`src/rtl/shadow_attr_pkg.sv`:
```
package shadow_attr_pkg;
  localparam int ATTR_REGS  = 7;
  localparam int ATTR_AREAS = 13;
  localparam int MEM_AW     = 20;

  typedef enum logic [1:0] {
    RT_NONE   = 2'b00,
    RT_ROM    = 2'b01,
    RT_SHADOW = 2'b10,
    RT_DROP   = 2'b11
  } route_e;

  // control -> datapath strobes
  typedef struct packed {
    logic [ATTR_REGS-1:0] regSel;
    logic [7:0]           data;
    logic                 commit;
  } attr_strobe_t;
endpackage

```
`src/rtl/shadow_attr_ctrl.sv`:
```
module shadow_attr_ctrl
  import shadow_attr_pkg::*;
#(
  parameter logic [7:0] BASE_OFF = 8'h59,
  parameter int         NUM_REGS = ATTR_REGS
) (
  input  logic         clk,
  input  logic         rstN,
  input  logic         cfgWrEn,
  input  logic [7:0]   cfgAddr,
  input  logic [7:0]   cfgWrData,
  input  logic [7:0]   curByte,
  output attr_strobe_t strobe,
  output logic         mapChanged
);
  logic [7:0] relOff;
  logic       hit;

  assign relOff = cfgAddr - BASE_OFF;
  assign hit    = (cfgAddr >= BASE_OFF) && (relOff < 8'(NUM_REGS));

  // commit only a byte that differs from what is stored
  always_comb begin
    strobe = '0;
    if (cfgWrEn && hit && (cfgWrData != curByte)) begin
      strobe.regSel = NUM_REGS'(1) << relOff;
      strobe.data   = cfgWrData;
      strobe.commit = 1'b1;
    end
  end

  always_ff @(posedge clk) begin
    if (!rstN) mapChanged <= 1'b0;
    else       mapChanged <= strobe.commit;
  end

  assert_pulse_has_cause_R10: assert property (@(posedge clk) disable iff (!rstN)
    mapChanged |-> $past(cfgWrEn));

  assert_same_byte_quiet_R10: assert property (@(posedge clk) disable iff (!rstN)
    (cfgWrEn && (cfgWrData == curByte)) |=> !mapChanged);

  assert_foreign_offset_quiet_R11: assert property (@(posedge clk) disable iff (!rstN)
    (cfgWrEn && !hit) |=> !mapChanged);
endmodule

```
`src/rtl/shadow_attr_path.sv`:
```
module shadow_attr_path
  import shadow_attr_pkg::*;
#(
  parameter logic [7:0] BASE_OFF  = 8'h59,
  parameter int         NUM_REGS  = ATTR_REGS,
  parameter int         NUM_AREAS = ATTR_AREAS,
  parameter int         BIOS_AW   = 19,
  localparam int        ROM_AW    = BIOS_AW + 1
) (
  input  logic              clk,
  input  logic              rstN,
  input  attr_strobe_t      strobe,
  input  logic [7:0]        cfgAddr,
  output logic [7:0]        cfgRdData,
  input  logic              memValid,
  input  logic              memWrite,
  input  logic [MEM_AW-1:0] memAddr,
  output logic [1:0]        routeTarget,
  output logic [ROM_AW-1:0] romAddr
);
  localparam int SEL_W  = $clog2(NUM_REGS);
  localparam int AIDX_W = 4;
  localparam logic [AIDX_W-1:0] TOP_AREA = AIDX_W'(NUM_AREAS - 1);
  localparam logic [ROM_AW-1:0] BIOS_TAIL = ROM_AW'((1 << BIOS_AW) - (1 << 17));
  localparam logic [ROM_AW-1:0] EXP_BASE  = ROM_AW'(1 << BIOS_AW);

  logic [7:0] attrReg [NUM_REGS];

  for (genvar r = 0; r < NUM_REGS; r++) begin : g_reg
    always_ff @(posedge clk) begin
      if (!rstN)                attrReg[r] <= 8'h00;
      else if (strobe.regSel[r]) attrReg[r] <= strobe.data;
    end
  end

  logic [7:0]       relOff;
  logic [SEL_W-1:0] rdIdx;
  assign relOff = cfgAddr - BASE_OFF;
  assign rdIdx  = relOff[SEL_W-1:0];
  assign cfgRdData = ((cfgAddr >= BASE_OFF) && (relOff < 8'(NUM_REGS))) ? attrReg[rdIdx] : 8'h00;

  // per-area enables unpacked from the nibble pairs
  logic [NUM_AREAS-1:0] rdEn, wrEn;
  for (genvar a = 0; a < NUM_AREAS; a++) begin : g_area
    if (a == NUM_AREAS - 1) begin : g_top
      assign rdEn[a] = attrReg[0][4];
      assign wrEn[a] = attrReg[0][5];
    end else begin : g_pair
      assign rdEn[a] = attrReg[1 + a/2][(a%2)*4];
      assign wrEn[a] = attrReg[1 + a/2][(a%2)*4 + 1];
    end
  end

  logic [AIDX_W-1:0] rawIdx, areaIdx;
  logic              inWindow;
  route_e            route;

  assign rawIdx   = memAddr[17:14];
  assign areaIdx  = (rawIdx > TOP_AREA) ? TOP_AREA : rawIdx;
  assign inWindow = (memAddr[19:18] == 2'b11);

  always_comb begin
    if (!memValid || !inWindow) route = RT_NONE;
    else if (memWrite)          route = wrEn[areaIdx] ? RT_SHADOW : RT_DROP;
    else                        route = rdEn[areaIdx] ? RT_SHADOW : RT_ROM;
  end

  always_comb begin
    romAddr = '0;
    if (route == RT_ROM)
      romAddr = (memAddr[17] ? BIOS_TAIL : EXP_BASE) + ROM_AW'(memAddr[16:0]);
  end

  assign routeTarget = route;

  assert_read_never_dropped_R5: assert property (@(posedge clk) disable iff (!rstN)
    (memValid && !memWrite && inWindow) |-> (routeTarget == RT_ROM || routeTarget == RT_SHADOW));

  assert_write_never_rom_R6: assert property (@(posedge clk) disable iff (!rstN)
    (memValid && memWrite && inWindow) |-> (routeTarget == RT_DROP || routeTarget == RT_SHADOW));

  assert_outside_idle_R7: assert property (@(posedge clk) disable iff (!rstN)
    (!memValid || memAddr[19:18] != 2'b11) |-> (routeTarget == RT_NONE && romAddr == '0));

  assert_bios_tail_R8: assert property (@(posedge clk) disable iff (!rstN)
    (routeTarget == RT_ROM && memAddr[17]) |-> (romAddr >= BIOS_TAIL && romAddr < EXP_BASE));

  assert_exp_space_R9: assert property (@(posedge clk) disable iff (!rstN)
    (routeTarget == RT_ROM && !memAddr[17]) |-> (romAddr >= EXP_BASE));

  assert_regs_hold_R10: assert property (@(posedge clk) disable iff (!rstN)
    !$past(strobe.commit) |-> $stable(attrReg[0]));
endmodule

```
`src/rtl/shadow_attr_router.sv`:
```
module shadow_attr_router
  import shadow_attr_pkg::*;
#(
  parameter logic [7:0] BASE_OFF  = 8'h59,
  parameter int         NUM_REGS  = ATTR_REGS,
  parameter int         NUM_AREAS = ATTR_AREAS,
  parameter int         BIOS_AW   = 19
) (
  input  logic              clk,
  input  logic              rstN,
  input  logic              cfgWrEn,
  input  logic [7:0]        cfgAddr,
  input  logic [7:0]        cfgWrData,
  output logic [7:0]        cfgRdData,
  input  logic              memValid,
  input  logic              memWrite,
  input  logic [MEM_AW-1:0] memAddr,
  output logic [1:0]        routeTarget,
  output logic [BIOS_AW:0]  romAddr,
  output logic              mapChanged
);
  attr_strobe_t strobe;

  shadow_attr_ctrl #(.BASE_OFF(BASE_OFF), .NUM_REGS(NUM_REGS)) ctrl_i (
    .clk(clk), .rstN(rstN), .cfgWrEn(cfgWrEn), .cfgAddr(cfgAddr),
    .cfgWrData(cfgWrData), .curByte(cfgRdData), .strobe(strobe),
    .mapChanged(mapChanged)
  );

  shadow_attr_path #(.BASE_OFF(BASE_OFF), .NUM_REGS(NUM_REGS),
                     .NUM_AREAS(NUM_AREAS), .BIOS_AW(BIOS_AW)) path_i (
    .clk(clk), .rstN(rstN), .strobe(strobe), .cfgAddr(cfgAddr),
    .cfgRdData(cfgRdData), .memValid(memValid), .memWrite(memWrite),
    .memAddr(memAddr), .routeTarget(routeTarget), .romAddr(romAddr)
  );
endmodule

```
`config.mk`:
```
export PLATFORM = sky130hd
export DESIGN_NAME = shadow_attr_router
export DESIGN_NICKNAME = d
export VERILOG_FILES = /design/src/rtl/shadow_attr_pkg.sv /design/src/rtl/shadow_attr_ctrl.sv /design/src/rtl/shadow_attr_path.sv /design/src/rtl/shadow_attr_router.sv
export SDC_FILE = /design/constraint.sdc
export NUM_CORES = 1
export LEC_CHECK = 0
export BUFFER_PORTS_ARGS = -buffer_cell sky130_fd_sc_hd__buf_2
export CORE_MARGIN = 1.5
export CORE_UTILIZATION = 60
export DETAILED_ROUTE_END_ITERATION = 7
export GPL_ROUTABILITY_DRIVEN = 0
export GPL_TIMING_DRIVEN = 0
export PLACE_DENSITY = 0.86
export SYNTH_ARGS = -nofsm -noshare
export SYNTH_HDL_FRONTEND = slang
export SYNTH_SLANG_ARGS = --single-unit
```
`constraint.sdc`:
```
create_clock -name clk -period 12.1 [get_ports clk]
set_input_delay 1.815 -clock clk [delete_from_list [all_inputs] [get_ports clk]]
set_output_delay 1.815 -clock clk [all_outputs]
set_load 0.005 [all_outputs]
```
Word level (Yosys, flattened, before mapping). Memories as Yosys holds them, arrays and structs flattened. Index checks and enable logic that the tools add are counted.

Flip-flop bits (word level): 1. Memory bits (writable): 56. Input port bits: 41. Output and inout port bits: 31. Logic and storage cells: 67. Memories kept: 1.

Add/sub/neg operators: 2. Order comparisons: 4. Eq/ne operators: 3. Shift-type cells: 1. Muxes and demuxes: 42. Bitwise gates (word level): 7. Reductions and logical operators: 6.

Memory list: path_i.attrReg (words 7, width 8, rd ports 8, clocked after memory_dff 0, write ports 7, RTL line shadow_attr_path.sv:27) `logic [7:0] attrReg [NUM_REGS];`.

Operators with widths (number): 8-bit 2-to-1 mux (8); 20-bit 2-to-1 mux (2); 1-bit 2-to-1 mux (25); 20-bit by 17-bit adder with 20-bit output (1); 16-bit 2-to-1 mux (1); 1-bit binary-select mux with 4-bit select (2); 8-bit by 7-bit greater-or-equal comparator with 1-bit output (second input constant) (1); 8-bit by 3-bit < comparator with 1-bit output (second input constant) (1); 8-bit != test (1); 1-bit by 8-bit << shifter with 7-bit output (first input constant) (1); 8-bit by 7-bit subtractor with 8-bit output (second input constant) (1); 1-bit OR (7); 2-bit 2-to-1 mux (3); 4-bit by 5-bit < comparator with 1-bit output (second input constant) (1); 4-bit greater-than comparator (second input constant) (1); 4-bit 2-to-1 mux (1); 1-bit logical AND (3); 2-bit by 1-bit == test with 1-bit output (second input constant) (1); 2-bit == test (second input constant) (1); 1-bit logical NOT (2); 1-bit logical OR (1).

Depth between registers and ports, before layout.
Word-level depth: 11. Gate-level depth with buffers: 15. Depth with buffers taken out: 10.

Modules after synthesis. Synthesis repeated with hierarchy kept, for this count alone.

Cell total of the unflattened synthesis: 317. Area total of the unflattened synthesis: 3646.0 um^2.

Modules (own cells, without submodules): shadow_attr_path (times used 1, cells each 263, area each 3174.3 um^2, seq. area each 1681.6 um^2); shadow_attr_ctrl (times used 1, cells each 54, area each 471.7 um^2, seq. area each 20.0 um^2).

Worst setup path before layout. Ideal clock, no wire load.

Path kind: in2out. Start point: in cfgAddr[0]. End point: out cfgRdData[0]. Arrival time: 4620 ps. Required time: 10285 ps. Path slack: 5665 ps. Stages on the path: 13. Buffers on the path: 6. Cell sequence: buf_2 -> buf_2 -> clkbuf_1 -> inv_1 -> ha_1 -> nand2b_4 -> or4b_1 -> o2bb2ai_1 -> or4_4 -> buf_6 -> clkbuf_1 -> clkbuf_1 -> nor2b_1.

Longest elaborated chain between the ends: 4. Elaborated cells on any way between the ends: 6. Those cells by class: add/sub (1); order compare (2); mux (1); reduce/logical (1); memory (1).

Ends and longest elaborated chain: from (decl) (RTL line shadow_attr_router.sv:12) `input logic [7:0] cfgAddr,`; 8-bit by 7-bit subtractor with 8-bit output (RTL line shadow_attr_path.sv:38) `assign relOff = cfgAddr - BASE_OFF;`; 8-bit by 3-bit < comparator with 1-bit output (RTL line shadow_attr_path.sv:40) `assign cfgRdData = ((cfgAddr >= BASE_OFF) && (relOff < 8'(NUM_REGS))) ? attrReg[rdIdx] : 8'h00;`; 1-bit logical AND (RTL line shadow_attr_path.sv:40); 8-bit 2-to-1 mux (*) (RTL line shadow_attr_path.sv:40); to (decl) (RTL line shadow_attr_router.sv:14) `output logic [7:0] cfgRdData,`.

Mark *: on every way between the ends. The rest lies on a longest branch, timed or not.

Worst setup path in the final report.
Start point: in cfgAddr[0]. End point: out cfgRdData[3].

The elaborated chain is that of the path after synthesis.

==> metrics.cfg <==
[power_and_ir_drop]
comb_power_share = 0.197
switching_share = 0.295
seqPwrFrac = 0.486
ir_drop_v = 0.000101
clkPwrFrac = 0.317
power_density_nw_per_um2 = 108
leakage_nw = 1.62
internal_power_w = 0.000336
power_switching_w = 0.000140

[layout]
multi_input_area_um2 = 1850
layout-drive-gt1-share = 0.309
design_area_um2 = 4420
final_cells = 508
diodes = 0
n_fill_cell = 415
utilization = 0.742
area_growth_pct = 18.9
nNetsFinal = 471
final-seq-area_um2 = 1700

[logic_synthesis]
ys.flop_type = edfxtp_1
avgSynthCellArea_um2 = 10.9
ys_ff_latch = 57
ys_seq_area_frac = 0.458
synth_edf_count = 56
yosys_warnings = 0
synth_cells = 342
syn-num-nets = 385
yosysUniqueCellTypes = 48
synth-async-reset-ratio = 0
syn-cell-area_um2 = 3720

[timing]
finalCritPeriodShare = 0.598
slew_headroom = 0.451
rsz0062_at_grt = no
finalHoldViolCount = 0
tightest_slew_ps = 814
holdWs_ps = 1260
fin_skew_ps = 13.8
setup_violations = 0
drv_slew = 0
tns_ps = 0
max_freq_mhz = 138
period_needed_ps = 7240

[die]
core_um2 = 5960
dieArea_um2 = 6680
die_w_um = 81.7
rows = 28
io_pins = 72
start_util = 0.624
die_h_um = 81.7

[critical_path]
r2r-start = path_i.attrReg[0][5]
worstPathMaxFanout = 10
critPathKind = input pin to output pin
startpoint = cfgAddr[0]
reg2reg_to = path_i.attrReg[0][6]
cp-endpoint = cfgRdData[3]
cp_data_arrival_time_ps = 5420
rrSetupSlack_ps = 8590
reg2regPathDepth = 10
worstPathRequired_ps = 10280
start_kind = input pin
end_kind = output pin

[global_routing]
grt_use_met3 = 0.0944
antenna_found_initial = 0
gr-usage-met2 = 0.562
grt_pass1_vias = 3236
grt_max_degree = 11
grt_pass1_wl_um = 16600
gr-usage-met1 = 0.437
grt_overflow = 0
top_usage_layer = met2
track_usage = 0.354

[run_status]
status = complete, no violations

[placed_design]
placed_area_um2 = 4260
numPortBuffers = 68
dp_hpwl_um = 8010
place_inst = 492

[clock_network]
cts_hold_buf = 0
cts_made_buffers = 9
post_cts_resized = 0
tritoncts = built
clk_pin_slew_ps = 60
cts_htree_levels = 3
clock_path_buffers = 2
clk_latency_ps = 350
cts.sinks = 57
post-cts-setup-buffers = 0
cts-root-buf = clkbuf_8

[routing]
vias = 3532
drc = 0
viasPerCell = 6.95
avgRoutedWirePerCell_um = 22.3
drt_iter0_drc = 552
first_pass_iters = 7
drtAntennaViolNets = 0
wl_um = 11300

[hold_path]
hold_class = flip-flop to flip-flop

[run]
cap_violations = 0

[power groups by stage]
stage	clock network (W)	registers [W]	logic [W]
floorplan	0	0.000233	0.0000578
global placement	0	0.000235	0.0000830
detailed placement	0	0.000236	0.0000891
CTS	0.000148	0.000231	0.0000902
global route	0.000159	0.000232	0.0000984
finish	0.000151	0.000232	0.0000937
[state kept, by name, indices dropped and copies added, names as in the netlist]
signal             count
path_i.attrReg        56
ctrl_i.mapChanged      1
[synth_stat cells, types with 2 or more instances]
cell / number / area (µm²)
o32a_1: 2 / 20.0
o41ai_1: 7 / 61.3
nand4b_1: 2 / 17.5
a211oi_1: 5 / 37.5
or3_1: 4 / 25.0
xor2_1: 3 / 26.3
edfxtp_1: 56 / 1680
inv_1: 6 / 22.5
ha_1: 2 / 25.0
or4_4: 2 / 22.5
nand4_1: 2 / 12.5
nand3b_1: 6 / 45.0
clkbuf_1: 21 / 78.8
nand3_1: 5 / 25.0
buf_1: 2 / 7.51
a21oi_1: 9 / 45.0
nor2b_1: 7 / 43.8
nand2_1: 24 / 90.1
mux2i_1: 16 / 160
buf_6: 7 / 78.8
and2_1: 18 / 113
nor2_1: 18 / 67.6
xnor2_1: 4 / 35.0
nor3_1: 6 / 30.0
buf_2: 4 / 20.0
mux2_2: 10 / 113
mux4_2: 10 / 225
nor4_1: 57 / 357
nand2b_1: 4 / 25.0
o21ai_0: 2 / 10.0
o22ai_1: 4 / 25.0
[routing by layer]
| metal | part of all wire | up-vias |
|---|---|---|
| met5 | 0 | - |
| met4 | 0.056 | 0 |
| met3 | 0.14 | 74 |
| met2 | 0.46 | 325 |
| met1 | 0.34 | 1612 |
| li1 | - | 1521 |
[critical path, cell delays in order]
cell	delay, ps
buf_2	150
buf_2	350
clkbuf_1	490
inv_1	260
ha_1	340
xor2_1	190
a22o_1	240
or4_4	480
buf_6	160
clkbuf_1	230
clkbuf_1	360
nor2_1	220
buf_2	140
[stage by stage]
| stage | setup WS, ps | total power (W) |
|---|---|---|
| floorplan | 5660 | 0.000291 |
| global placement | 4340 | 0.000318 |
| detailed placement | 4960 | 0.000325 |
| CTS | 4950 | 0.000470 |
| global route | 4730 | 0.000489 |
| finish | 4860 | 0.000476 |
[worst min-delay path by stage]
stage	depth (start not counted)	to	startpoint
finish	6	ctrl_i.mapChanged	path_i.attrReg[6][3]
global route	6	ctrl_i.mapChanged	path_i.attrReg[6][3]
CTS	6	ctrl_i.mapChanged	path_i.attrReg[6][3]
detailed placement	6	ctrl_i.mapChanged	path_i.attrReg[6][3]
global placement	6	ctrl_i.mapChanged	path_i.attrReg[6][3]
floorplan	6	ctrl_i.mapChanged	path_i.attrReg[6][3]
[placed cells by master (no fill, tap or decap), types with 7 or more instances in the layout]
master | Yosys | routed
mux4_2 | 10 | 10
buf_4 | 1 | 8
buf_2 | 4 | 72
a21oi_1 | 9 | 9
clkbuf_1 | 21 | 22
nor2b_1 | 7 | 7
nor2_1 | 18 | 18
buf_6 | 7 | 7
o41ai_2 | 0 | 7
and2_1 | 18 | 18
nor4_1 | 57 | 57
mux2_2 | 10 | 10
nand2_1 | 24 | 24
edfxtp_1 | 56 | 56
mux2i_1 | 16 | 16
clkbuf_8 | 0 | 9
[cell families after synthesis]
kind of cell / after synthesis / synth area share
adders and majority gates: 2 / 0.00673
and+or+nand+nor: 161 / 0.250
muxes: 36 / 0.134
AOI/OAI and AO/OA: 38 / 0.0771
xor gates and xnor gates: 7 / 0.0165
DFF: 57 / 0.458
buffers and inverters: 41 / 0.0579
[area by class of cell]
class / instances / area share
plain buffers: 35 / 0.0436
clock buffers: 10 / 0.0289
clock inverters: 6 / 0.00793
inverters: 6 / 0.00510
multi-input cells: 244 / 0.419
flip-flops and latches: 57 / 0.385
well taps: 75 / 0.0212
repair buffers: 75 / 0.0889
No activity file was read; power rests on OpenSTA's default activity.
